[config.mk]
export PLATFORM = sky130hd
export DESIGN_NAME = chan_val_buf
export DESIGN_NICKNAME = d
export VERILOG_FILES = /design/src/rtl/chan_buf_pkg.sv /design/src/rtl/chan_rd_latch.sv /design/src/rtl/chan_wr_stage.sv /design/src/rtl/chan_val_buf.sv
export SDC_FILE = /design/constraint.sdc
export NUM_CORES = 1
export LEC_CHECK = 0
export ABC_AREA = 1
export ABC_CLOCK_PERIOD_IN_PS = 3000
export CAP_MARGIN = 25
export CORE_ASPECT_RATIO = 1.1
export CORE_UTILIZATION = 47
export DETAILED_ROUTE_END_ITERATION = 12
export PLACE_DENSITY_LB_ADDON = 0.1
export SLEW_MARGIN = 20
export SYNTH_ARGS = -nofsm -noshare
export SYNTH_HDL_FRONTEND = slang
export SYNTH_SLANG_ARGS = --single-unit
[constraint.sdc]
create_clock -name clk_i -period 3 [get_ports clk_i]
set_clock_uncertainty 0.1 [all_clocks]
set_input_delay 0.6 -clock clk_i [delete_from_list [all_inputs] [get_ports clk_i]]
set_output_delay 0.6 -clock clk_i [all_outputs]
set_load 0.01 [all_outputs]
[src/rtl/chan_buf_pkg.sv]
package chan_buf_pkg;
  typedef enum logic [1:0] {SEL_NONE, SEL_HI, SEL_LO, SEL_BAD} byte_sel_e;

  function automatic byte_sel_e decode_sel(input logic hi, input logic lo);
    case ({hi, lo})
      2'b10:   return SEL_HI;
      2'b01:   return SEL_LO;
      2'b11:   return SEL_BAD;
      default: return SEL_NONE;
    endcase
  endfunction
endpackage

[src/rtl/chan_rd_latch.sv]
module chan_rd_latch #(
  parameter int BYTE_W = 8,
  localparam int WORD_W = 2 * BYTE_W
) (
  input  logic              clk_i,
  input  logic              rst_ni,
  input  logic              clr_i,
  input  logic              rd_i,
  input  logic              sel_hi_i,
  input  logic [WORD_W-1:0] live_i,
  output logic [BYTE_W-1:0] byte_o,
  output logic              latched_o
);
  logic [WORD_W-1:0] snap_q;
  logic              latched_q;
  logic              first_hi_q;
  logic [WORD_W-1:0] word;

  assign word      = latched_q ? snap_q : live_i;
  assign byte_o    = sel_hi_i ? word[WORD_W-1:BYTE_W] : word[BYTE_W-1:0];
  assign latched_o = latched_q;

  always_ff @(posedge clk_i or negedge rst_ni) begin
    if (!rst_ni) begin
      snap_q     <= '0;
      latched_q  <= 1'b0;
      first_hi_q <= 1'b0;
    end else if (clr_i) begin
      latched_q <= 1'b0;
    end else if (rd_i) begin
      if (!latched_q) begin
        snap_q     <= live_i;
        latched_q  <= 1'b1;
        first_hi_q <= sel_hi_i;
      end else if (sel_hi_i != first_hi_q) begin
        latched_q <= 1'b0;  // opposite byte read: release
      end
    end
  end
endmodule

[src/rtl/chan_wr_stage.sv]
module chan_wr_stage #(
  parameter int BYTE_W = 8,
  localparam int WORD_W = 2 * BYTE_W
) (
  input  logic              clk_i,
  input  logic              rst_ni,
  input  logic              clr_i,
  input  logic              wr_i,
  input  logic              sel_hi_i,
  input  logic [BYTE_W-1:0] wdata_i,
  output logic [WORD_W-1:0] val_o,
  output logic              hi_staged_o,
  output logic              lo_staged_o
);
  logic [BYTE_W-1:0] stage_hi_q, stage_lo_q;
  logic              hi_staged_q, lo_staged_q;
  logic [WORD_W-1:0] val_q;

  assign val_o       = val_q;
  assign hi_staged_o = hi_staged_q;
  assign lo_staged_o = lo_staged_q;

  always_ff @(posedge clk_i or negedge rst_ni) begin
    if (!rst_ni) begin
      stage_hi_q  <= '0;
      stage_lo_q  <= '0;
      hi_staged_q <= 1'b0;
      lo_staged_q <= 1'b0;
      val_q       <= '0;
    end else if (clr_i) begin
      hi_staged_q <= 1'b0;
      lo_staged_q <= 1'b0;
    end else if (wr_i) begin
      if (sel_hi_i) begin
        if (lo_staged_q) begin
          val_q       <= {wdata_i, stage_lo_q};
          lo_staged_q <= 1'b0;
        end else begin
          stage_hi_q  <= wdata_i;
          hi_staged_q <= 1'b1;
        end
      end else begin
        if (hi_staged_q) begin
          val_q       <= {stage_hi_q, wdata_i};
          hi_staged_q <= 1'b0;
        end else begin
          stage_lo_q  <= wdata_i;
          lo_staged_q <= 1'b1;
        end
      end
    end
  end
endmodule

[src/rtl/chan_val_buf.sv]
module chan_val_buf
  import chan_buf_pkg::*;
#(
  parameter int BYTE_W = 8,
  localparam int WORD_W = 2 * BYTE_W
) (
  input  logic              clk_i,
  input  logic              rst_ni,
  input  logic              capture_mode_i,
  input  logic              sel_hi_i,
  input  logic              sel_lo_i,
  input  logic              rd_i,
  input  logic              wr_i,
  input  logic [BYTE_W-1:0] wdata_i,
  output logic [BYTE_W-1:0] rdata_o,
  input  logic [WORD_W-1:0] cap_val_i,
  input  logic              ctrl_wr_i,
  output logic [WORD_W-1:0] chan_val_o
);
  byte_sel_e         sel;
  logic              one_sel, mode_q, mode_chg, clr;
  logic              cap_rd, cmp_wr;
  logic              rd_latched, hi_staged, lo_staged;
  logic [BYTE_W-1:0] cap_byte, cmp_byte;

  assign sel      = decode_sel(sel_hi_i, sel_lo_i);
  assign one_sel  = (sel == SEL_HI) || (sel == SEL_LO);
  assign mode_chg = capture_mode_i != mode_q;
  assign clr      = ctrl_wr_i | mode_chg;
  assign cap_rd   = rd_i & capture_mode_i & one_sel & ~clr;
  assign cmp_wr   = wr_i & ~capture_mode_i & one_sel & ~clr;

  always_ff @(posedge clk_i or negedge rst_ni) begin
    if (!rst_ni) mode_q <= 1'b0;
    else         mode_q <= capture_mode_i;
  end

  chan_rd_latch #(.BYTE_W(BYTE_W)) u_rd (
    .clk_i     (clk_i),
    .rst_ni    (rst_ni),
    .clr_i     (clr),
    .rd_i      (cap_rd),
    .sel_hi_i  (sel == SEL_HI),
    .live_i    (cap_val_i),
    .byte_o    (cap_byte),
    .latched_o (rd_latched)
  );

  chan_wr_stage #(.BYTE_W(BYTE_W)) u_wr (
    .clk_i       (clk_i),
    .rst_ni      (rst_ni),
    .clr_i       (clr),
    .wr_i        (cmp_wr),
    .sel_hi_i    (sel == SEL_HI),
    .wdata_i     (wdata_i),
    .val_o       (chan_val_o),
    .hi_staged_o (hi_staged),
    .lo_staged_o (lo_staged)
  );

  assign cmp_byte = (sel == SEL_HI) ? chan_val_o[WORD_W-1:BYTE_W] : chan_val_o[BYTE_W-1:0];

  always_comb begin
    rdata_o = '0;
    if (rd_i && one_sel) rdata_o = capture_mode_i ? cap_byte : cmp_byte;
  end
endmodule

==> results of run 1 <==
==> timing repair <==
| item | 4_1_cts | 5_1_grt |
|---|---|---|
| endpoints found under the setup margin | 8 | 6 |
| buffers inserted | 3 | 0 |
| pin swaps | 2 | 5 |
| resized for setup | 9 | 10 |
| endpoints found under the hold margin | 0 | 0 |
==> state kept, by name (all words and copies together) (netlist names) <==
name	count
mode_q	1
u_rd.first_hi_q	1
u_rd.latched_o	1
u_rd.snap_q	16
u_wr.hi_staged_o	1
u_wr.lo_staged_o	1
u_wr.stage_hi_q	8
u_wr.stage_lo_q	8
u_wr.val_o	16
==> layer usage <==
metal / vias to the layer above / global-route usage, % / share of wire (%)
met3: 6 / 4.57 / 3.4
met5: - / 0 / 0
met1: 1239 / 29.1 / 45
met4: 0 / 6.23 / 1.1
met2: 49 / 42.2 / 50
li1: 1435 / - / -
==> final cells by class <==
cell class,instances,area (um2)
Timing Repair Buffer,77,732
Fill cell,569,2330
Clock buffer,6,82.6
Multi-Input combinational cell,310,1440
Tap cell,80,100
Inverter,34,128
Sequential cell,53,1330
Clock inverter,2,13.8
==> worst min-delay path by stage <==
stage | cells past startpoint | to | slack, ns
floorplan | 0 | mode_q | 0.20
global placement | 2 | u_wr.stage_hi_q[3] | 0.35
detailed placement | 2 | u_wr.stage_hi_q[4] | 0.36
CTS | 2 | mode_q | 0.34
global route | 2 | u_rd.snap_q[5] | 0.38
finish | 2 | u_rd.snap_q[5] | 0.31
==> synthesized netlist by cell type <==
library cell / count / area, um2
nand3_1: 44 / 220
buf_4: 4 / 30.0
dfrtp_1: 53 / 1330
a21oi_1: 2 / 10.0
nand3_2: 3 / 30.0
o21ai_1: 20 / 100
inv_1: 31 / 116
inv_2: 3 / 11.3
ha_1: 2 / 25.0
buf_2: 6 / 30.0
a21oi_4: 1 / 16.3
or2_2: 5 / 31.3
nand2_2: 2 / 12.5
nor2_1: 1 / 3.75
nand2_4: 2 / 22.5
nor2_4: 6 / 67.6
o21ai_0: 19 / 95.1
buf_1: 2 / 7.51
nand2_1: 197 / 739
o211ai_1: 5 / 37.5
clkbuf_1: 3 / 11.3
nor2_2: 1 / 6.26
buf_6: 4 / 45.0
==> cells by family after synthesis <==
kind of cell	Yosys count	synth area share, %
flops	53	44.3
buf+inv	53	8.40
fa+ha+maj	2	0.835
compound gates	47	8.65
simple gates	261	37.8
==> report_power, final <==
part | internal (mW) | total [mW] | switching (mW)
registers | 0.835 | 0.898 | 0.0629
logic | 0.172 | 0.382 | 0.210
clock network | 0.188 | 0.424 | 0.237
total | 1.19 | 1.70 | 0.509
==> impl_metrics.csv, run 1 <==
group,metric,value,unit
clocking,path_clk_slew,0.09,ns
timing,timing.final.crit_share,98.2,%
drt,initialDrtViolationCount,154,
drt,viasPerCell,4.86,
global_routing,grt_pass1_vias,2777,
critical_path,worst-setup-path-type,"primary input to primary output",
critical_path,cpMostUsedCell,"nand2_1",
clocking,cts_tree,"done",
drt,vias,2729,
critical_path,reg2reg_setup_slack,1.42,ns
final_layout,drive_above_1_share,12.0,%
clocking,cts_sinks,53,
final_layout,n_antenna_cell,0,
final_layout,area.growth.synth_to_final,27.7,%
flow_run,maxCapViolCount,0,
timing,finalSetupTns,0,ns
timing,relSlewSlack,54.4,%
placement,place_area,3670,um2
timing,period_needed,2.95,ns
timing,worst_pin_slew,0.684,ns
clocking,cts_buffer_depth,2,
synthesis,yosysSeqAreaShare,44.3,%
placement,hpwl,5210,um
global_routing,grt_pass1_wl,12500,um
final_layout,mostFrequentLayoutCell,"nand2_1",
power_and_ir_drop,finalPower,1.70,mW
final_layout,fin_cells,562,
synthesis,ys_types,23,
critical_path,ff2ff_path_depth,6,
synthesis,syn_area,3000,um2
drt,wl,7080,um
timing,max_freq,339,MHz
timing,holdWs,0.312,ns
global_routing,grt_antenna_before_repair,0,
drt,wl_per_cell,12.6,um
critical_path,cp.depth,10,
final_layout,design_area,3820,um2
drt,ant_nets,0,
floorplan,num_rows,30,
critical_path,max_stage_delay,0.47,ns
critical_path,startpoint,"sel_lo_i",
critical_path,path_buf_inv,5,
timing,setup_ws,0.0538,ns
critical_path,path_cells,"clkdlybuf4s50_1 > inv_2 > ha_4 > buf_6 > or2_2 > o211ai_1 > nand2_1 > nand2_1 > inv_1 > dlygate4sd2_1",
clocking,postCtsHoldBufs,0,
critical_path,endpoint_kind,"primary output",
floorplan,num_io_pins,56,
floorplan,die_x,78.1,um
placement,place_ws,-0.310,ns
timing,final_max_slew_viol_count,0,
synthesis,synthCells,416,
critical_path,cp_slowest_cell,"clkdlybuf4s50_1",
critical_path,critPathArrivalTime,2.25,ns
clocking,clkLatencyLatePin,0.30,ns
floorplan,die_y,85.7,um
outcome,run_status,"finished clean",
global_routing,overflow,0,
timing,setup_viol,0,
final_layout,nets,515,
floorplan,core_area,6160,um2
clocking,cts_root_buf,"clkbuf_8",
placement,io_buffers,55,
clocking,cts_buffers,5,
floorplan,die_area,6700,um2
power_and_ir_drop,irDropWorstVdd,0.287,mV
drt,drtPass1Iterations,4,
critical_path,crit_required,2.30,ns
placement,place_inst,551,
global_routing,grt_usage,23.6,%
critical_path,timing.rr.end,"u_wr.stage_lo_q[4]",
final_layout,layout_common_cells,"nand2_1, dfrtp_1, clkdlybuf4s50_1",
critical_path,critPathLaunchType,"primary input",
synthesis,avgSynthCellArea,7.20,um2
power_and_ir_drop,leakage,2.06,nW
placement,place.gp.congestion,0.835,
drt,drc,0,
floorplan,initial_core_util,48.7,%
clocking,htree_levels,2,
critical_path,cp_top_family,"buffers and inverters",
synthesis,syn-num-nets,450,
critical_path,critPathMaxFanout,9,
synthesis,synth_seq_cells,53,
global_routing,grt_max_degree,54,
final_layout,final_util,62.1,%
critical_path,r2r_start,"mode_q",
min_path,hp-class,"primary input to async pin",
timing,final_hold_viol_count,0,
power_and_ir_drop,powerDensity,445,nW/um2
timing,rsz0062_at_grt,"false",
synthesis,ys_warn_count,0,
critical_path,crit_end,"rdata_o[3]",
Power figures use the tool's default switching activity.
==> run 2, diff against run 1 <==
Settings changed: DONT_BUFFER_PORTS set to 1.
==> impl_metrics.csv, run 2 (synthesis results as in run 1) <==
group,metric,value,unit
outcome,run_status,"finished clean",
final_layout,fin_cells,487,
floorplan,die_y,85.7,um
final_layout,area.growth.synth_to_final,3.30,%
timing,rsz0062_at_grt,"false",
timing,final_max_slew_viol_count,0,
clocking,htree_levels,2,
floorplan,die_area,6700,um2
critical_path,critPathArrivalTime,1.81,ns
final_layout,mostFrequentLayoutCell,"nand2_1",
drt,vias,2503,
clocking,path_clk_slew,0.11,ns
placement,place.gp.congestion,0.762,
critical_path,critPathLaunchType,"flip-flop",
drt,drtPass1Iterations,4,
floorplan,initial_core_util,48.7,%
power_and_ir_drop,finalPower,1.59,mW
global_routing,overflow,0,
critical_path,crit_required,2.30,ns
timing,setup_viol,0,
clocking,cts_sinks,53,
floorplan,core_area,6160,um2
drt,wl_per_cell,14.6,um
critical_path,critPathMaxFanout,27,
clocking,cts_buffers,5,
placement,place_inst,478,
global_routing,grt_max_degree,54,
timing,holdWs,0.0418,ns
drt,initialDrtViolationCount,171,
placement,hpwl,4810,um
final_layout,n_antenna_cell,0,
floorplan,die_x,78.1,um
final_layout,layout_common_cells,"nand2_1, dfrtp_1, nand3_1",
critical_path,worst-setup-path-type,"flip-flop to primary output",
placement,io_buffers,0,
global_routing,grt_antenna_before_repair,0,
flow_run,maxCapViolCount,0,
timing,timing.final.crit_share,83.7,%
timing,worst_pin_slew,0.577,ns
timing,relSlewSlack,61.4,%
critical_path,endpoint_kind,"primary output",
clocking,cts_tree,"done",
global_routing,grt_pass1_wl,12000,um
drt,drc,0,
global_routing,grt_pass1_vias,2469,
global_routing,grt_usage,22.9,%
clocking,clkLatencyLatePin,0.30,ns
timing,finalSetupTns,0,ns
clocking,cts_resized,0,
final_layout,fillers,651,
final_layout,nets,440,
drt,ant_nets,0,
power_and_ir_drop,powerDensity,514,nW/um2
floorplan,num_rows,30,
clocking,cts_root_buf,"clkbuf_8",
clocking,cts_buffer_depth,2,
timing,period_needed,2.51,ns
timing,final_hold_viol_count,0,
final_layout,drive_above_1_share,7.86,%
floorplan,num_io_pins,56,
drt,viasPerCell,5.14,
power_and_ir_drop,leakage,1.72,nW
drt,wl,7130,um
power_and_ir_drop,irDropWorstVdd,0.278,mV
min_path,hp-class,"primary input to async pin",
timing,max_freq,398,MHz
-- run 2: repair_timing --
action	in CTS	in global routing
endpoints found under the hold margin	53	0
hold buffers	1	0
setup buffers	0	0
-- run 2: power by group --
part	internal, mW	switching (mW)	total, mW
Clock	0.165	0.247	0.412
Sequential	0.834	0.0624	0.897
Combinational	0.0984	0.182	0.281
-- run 2: final cells by class --
cell class | instances | area [um2] | share of cell area [%]
well taps | 80 | 100 | 3.23
flip-flops and latches | 53 | 1330 | 42.9
clock buffers | 6 | 72.6 | 2.35
multi-input cells | 310 | 1420 | 45.8
clock inverters | 2 | 15.0 | 0.485
inverters | 34 | 128 | 4.12
repair buffers | 2 | 35.0 | 1.13
-- run 2: routing by layer --
layer  global-route usage, %  vias to the layer above  part of all wire, %  routed length [um]
li1                        -                     1287                    -                   -
met1                    29.2                     1158                   45                3220
met2                    39.3                       54                   49                3500
met3                    5.00                        4                  4.9                 350
met4                    6.06                        0                 0.90                  64
met5                       0                        -                    0                   0
-- run 2: worst paths after layout --
kind | start | endpoint | slack (ns) | cells past startpoint
max | u_rd.latched_o | rdata_o[3] | 0.49 | 6
min | rst_ni | u_rd.snap_q[9] | 0.04 | 1
max reg2reg | mode_q | u_rd.first_hi_q | 1.23 | 5
min reg2reg | u_wr.stage_hi_q[0] | u_wr.stage_hi_q[0] | 0.38 | 2
max in group asynchronous | rst_ni | u_wr.stage_hi_q[6] | 2.53 | 1
min in group clk_i | capture_mode_i | mode_q | 0.22 | 0
-- run 2: worst max-delay path, stage by stage (launching register included) --
cell,delay [ns]
dfrtp_1,0.56
inv_2,0.27
o21ai_0,0.31
nand2_1,0.10
nand3_1,0.09
nand2_1,0.05
inv_1,0.10
-- run 2: through the flow --
step                setup slack [ns]  utilization, %  cell area [um2]
detailed placement             0.573            48.4             2980
floorplan                      0.618               -             3000
global placement               0.582            48.4             2980
CTS                            0.488            50.3             3090
global route                   0.346            50.3             3090
finish                         0.489            50.3             3090
==> run 3, diff against run 2 <==
Settings changed: ABC_CLOCK_PERIOD_IN_PS 3000 to 2600.
Clock period 3 ns to 2.6 ns, I/O delays scaled along.
==> impl_metrics.csv, run 3 (synthesis results as in run 1) <==
group,metric,value,unit
global_routing,overflow,0,
timing,max_freq,445,MHz
drt,drtPass1Iterations,4,
timing,worst_pin_slew,0.451,ns
drt,drc,0,
critical_path,critPathMaxFanout,19,
power_and_ir_drop,powerDensity,581,nW/um2
clocking,cts_root_buf,"clkbuf_8",
global_routing,grt_pass1_wl,12000,um
final_layout,design_area,3170,um2
outcome,run_status,"finished clean",
timing,timing.final.crit_share,86.5,%
critical_path,crit_required,1.98,ns
clocking,cts_buffers,5,
power_and_ir_drop,leakage,1.75,nW
timing,relSlewSlack,69.9,%
final_layout,layout_common_cells,"nand2_1, dfrtp_1, nand3_1",
placement,hpwl,4840,um
floorplan,initial_core_util,48.7,%
floorplan,num_io_pins,56,
drt,wl,7010,um
floorplan,die_area,6700,um2
timing,period_needed,2.25,ns
timing,finalSetupTns,0,ns
clocking,htree_levels,2,
drt,wl_per_cell,14.2,um
final_layout,area.growth.synth_to_final,5.72,%
final_layout,register_area,1330,um2
floorplan,die_y,85.7,um
global_routing,grt_usage,22.8,%
clocking,cts_sinks,53,
global_routing,grt_antenna_before_repair,0,
floorplan,num_rows,30,
critical_path,endpoint_kind,"primary output",
final_layout,mostFrequentLayoutCell,"nand2_1",
critical_path,worst-setup-path-type,"primary input to primary output",
drt,vias,2510,
drt,viasPerCell,5.09,
timing,setup_viol,0,
floorplan,die_x,78.1,um
timing,rsz0062_at_grt,"false",
critical_path,critPathArrivalTime,1.63,ns
final_layout,fillers,664,
critical_path,critPathLaunchType,"primary input",
timing,final_hold_viol_count,0,
flow_run,maxCapViolCount,0,
placement,place_area,3040,um2
clocking,cts_tree,"done",
final_layout,n_antenna_cell,0,
global_routing,grt_pass1_vias,2527,
placement,io_buffers,0,
final_layout,multiInputGateArea,1420,um2
power_and_ir_drop,irDropWorstVdd,0.323,mV
clocking,path_clk_slew,0.09,ns
power_and_ir_drop,finalPower,1.84,mW
final_layout,drive_above_1_share,8.96,%
drt,initialDrtViolationCount,115,
final_layout,nets,446,
floorplan,core_area,6160,um2
clocking,cts_buffer_depth,2,
placement,place.gp.congestion,0.807,
global_routing,grt_max_degree,54,
timing,final_max_slew_viol_count,0,
min_path,hp-class,"primary input to flip-flop",
drt,ant_nets,0,
clocking,clkLatencyLatePin,0.31,ns
==> run 3: cell count changes in the layout (fill, tap and decap cells not counted) <==
cell,delta
buf_4,+3
buf_12,+2
dlygate4sd3_1,+1
==> run 3: layout make-up <==
| cell class | count | area share (%) |
|---|---|---|
| inverters | 34 | 4.03 |
| multi-input cells | 310 | 44.8 |
| flip-flops and latches | 53 | 41.9 |
| clock inverters | 2 | 0.474 |
| repair buffers | 8 | 3.40 |
| well taps | 80 | 3.16 |
| clock buffers | 6 | 2.29 |
==> run 3: power by group <==
group          switching (mW)  total, mW  internal, mW
Clock                   0.280      0.471         0.190
Sequential             0.0698       1.03         0.963
Combinational           0.215      0.337         0.123
==> run 3: routing by layer <==
layer | wire, um | GRT usage [%] | up-vias
met3 | 394 | 5.96 | 8
met5 | 0 | 0 | -
li1 | - | - | 1304
met4 | 78 | 8.25 | 0
met1 | 3150 | 27.5 | 1136
met2 | 3390 | 39.2 | 62
==> run 3: repair_timing <==
action | 4_1_cts | 5_1_grt
resized for setup | 0 | 0
hold buffers | 2 | 0
buffers inserted | 0 | 0
endpoints found under the hold margin | 53 | 0
==> run 3: worst max-delay path, stage by stage <==
cell and delay [ns]:
inv_1 0.03, ha_1 0.32, nor2_4 0.26, nand2_4 0.21, nand2_1 0.12, nand2_1 0.06, inv_1 0.09
==> run 3: worst paths after layout <==
check,from,endpoint,slack [ns],depth (start not counted)
worst max-delay path,sel_lo_i,rdata_o[2],0.35,7
worst min-delay path,capture_mode_i,mode_q,0.14,0
worst max register to register,mode_q,u_wr.val_o[0],1.03,7
worst min register to register,u_wr.stage_hi_q[6],u_wr.stage_hi_q[6],0.38,2
max in group asynchronous,rst_ni,u_wr.stage_hi_q[6],1.50,2
min in group asynchronous,rst_ni,u_rd.snap_q[9],0.64,2
==> run 3: through the flow <==
stage / hold WS, ns / instances / util [%] / worst slack [ns]
6_report: 0.140 / 493 / 51.4 / 0.352
2_1_floorplan: 0.124 / 416 / - / 0.378
5_1_grt: 0.113 / 493 / 51.4 / 0.232
3_5_place_dp: 0.125 / 483 / 49.4 / 0.347
3_3_place_gp: 0.126 / 483 / 49.4 / 0.382
4_1_cts: 0.124 / 493 / 51.4 / 0.347
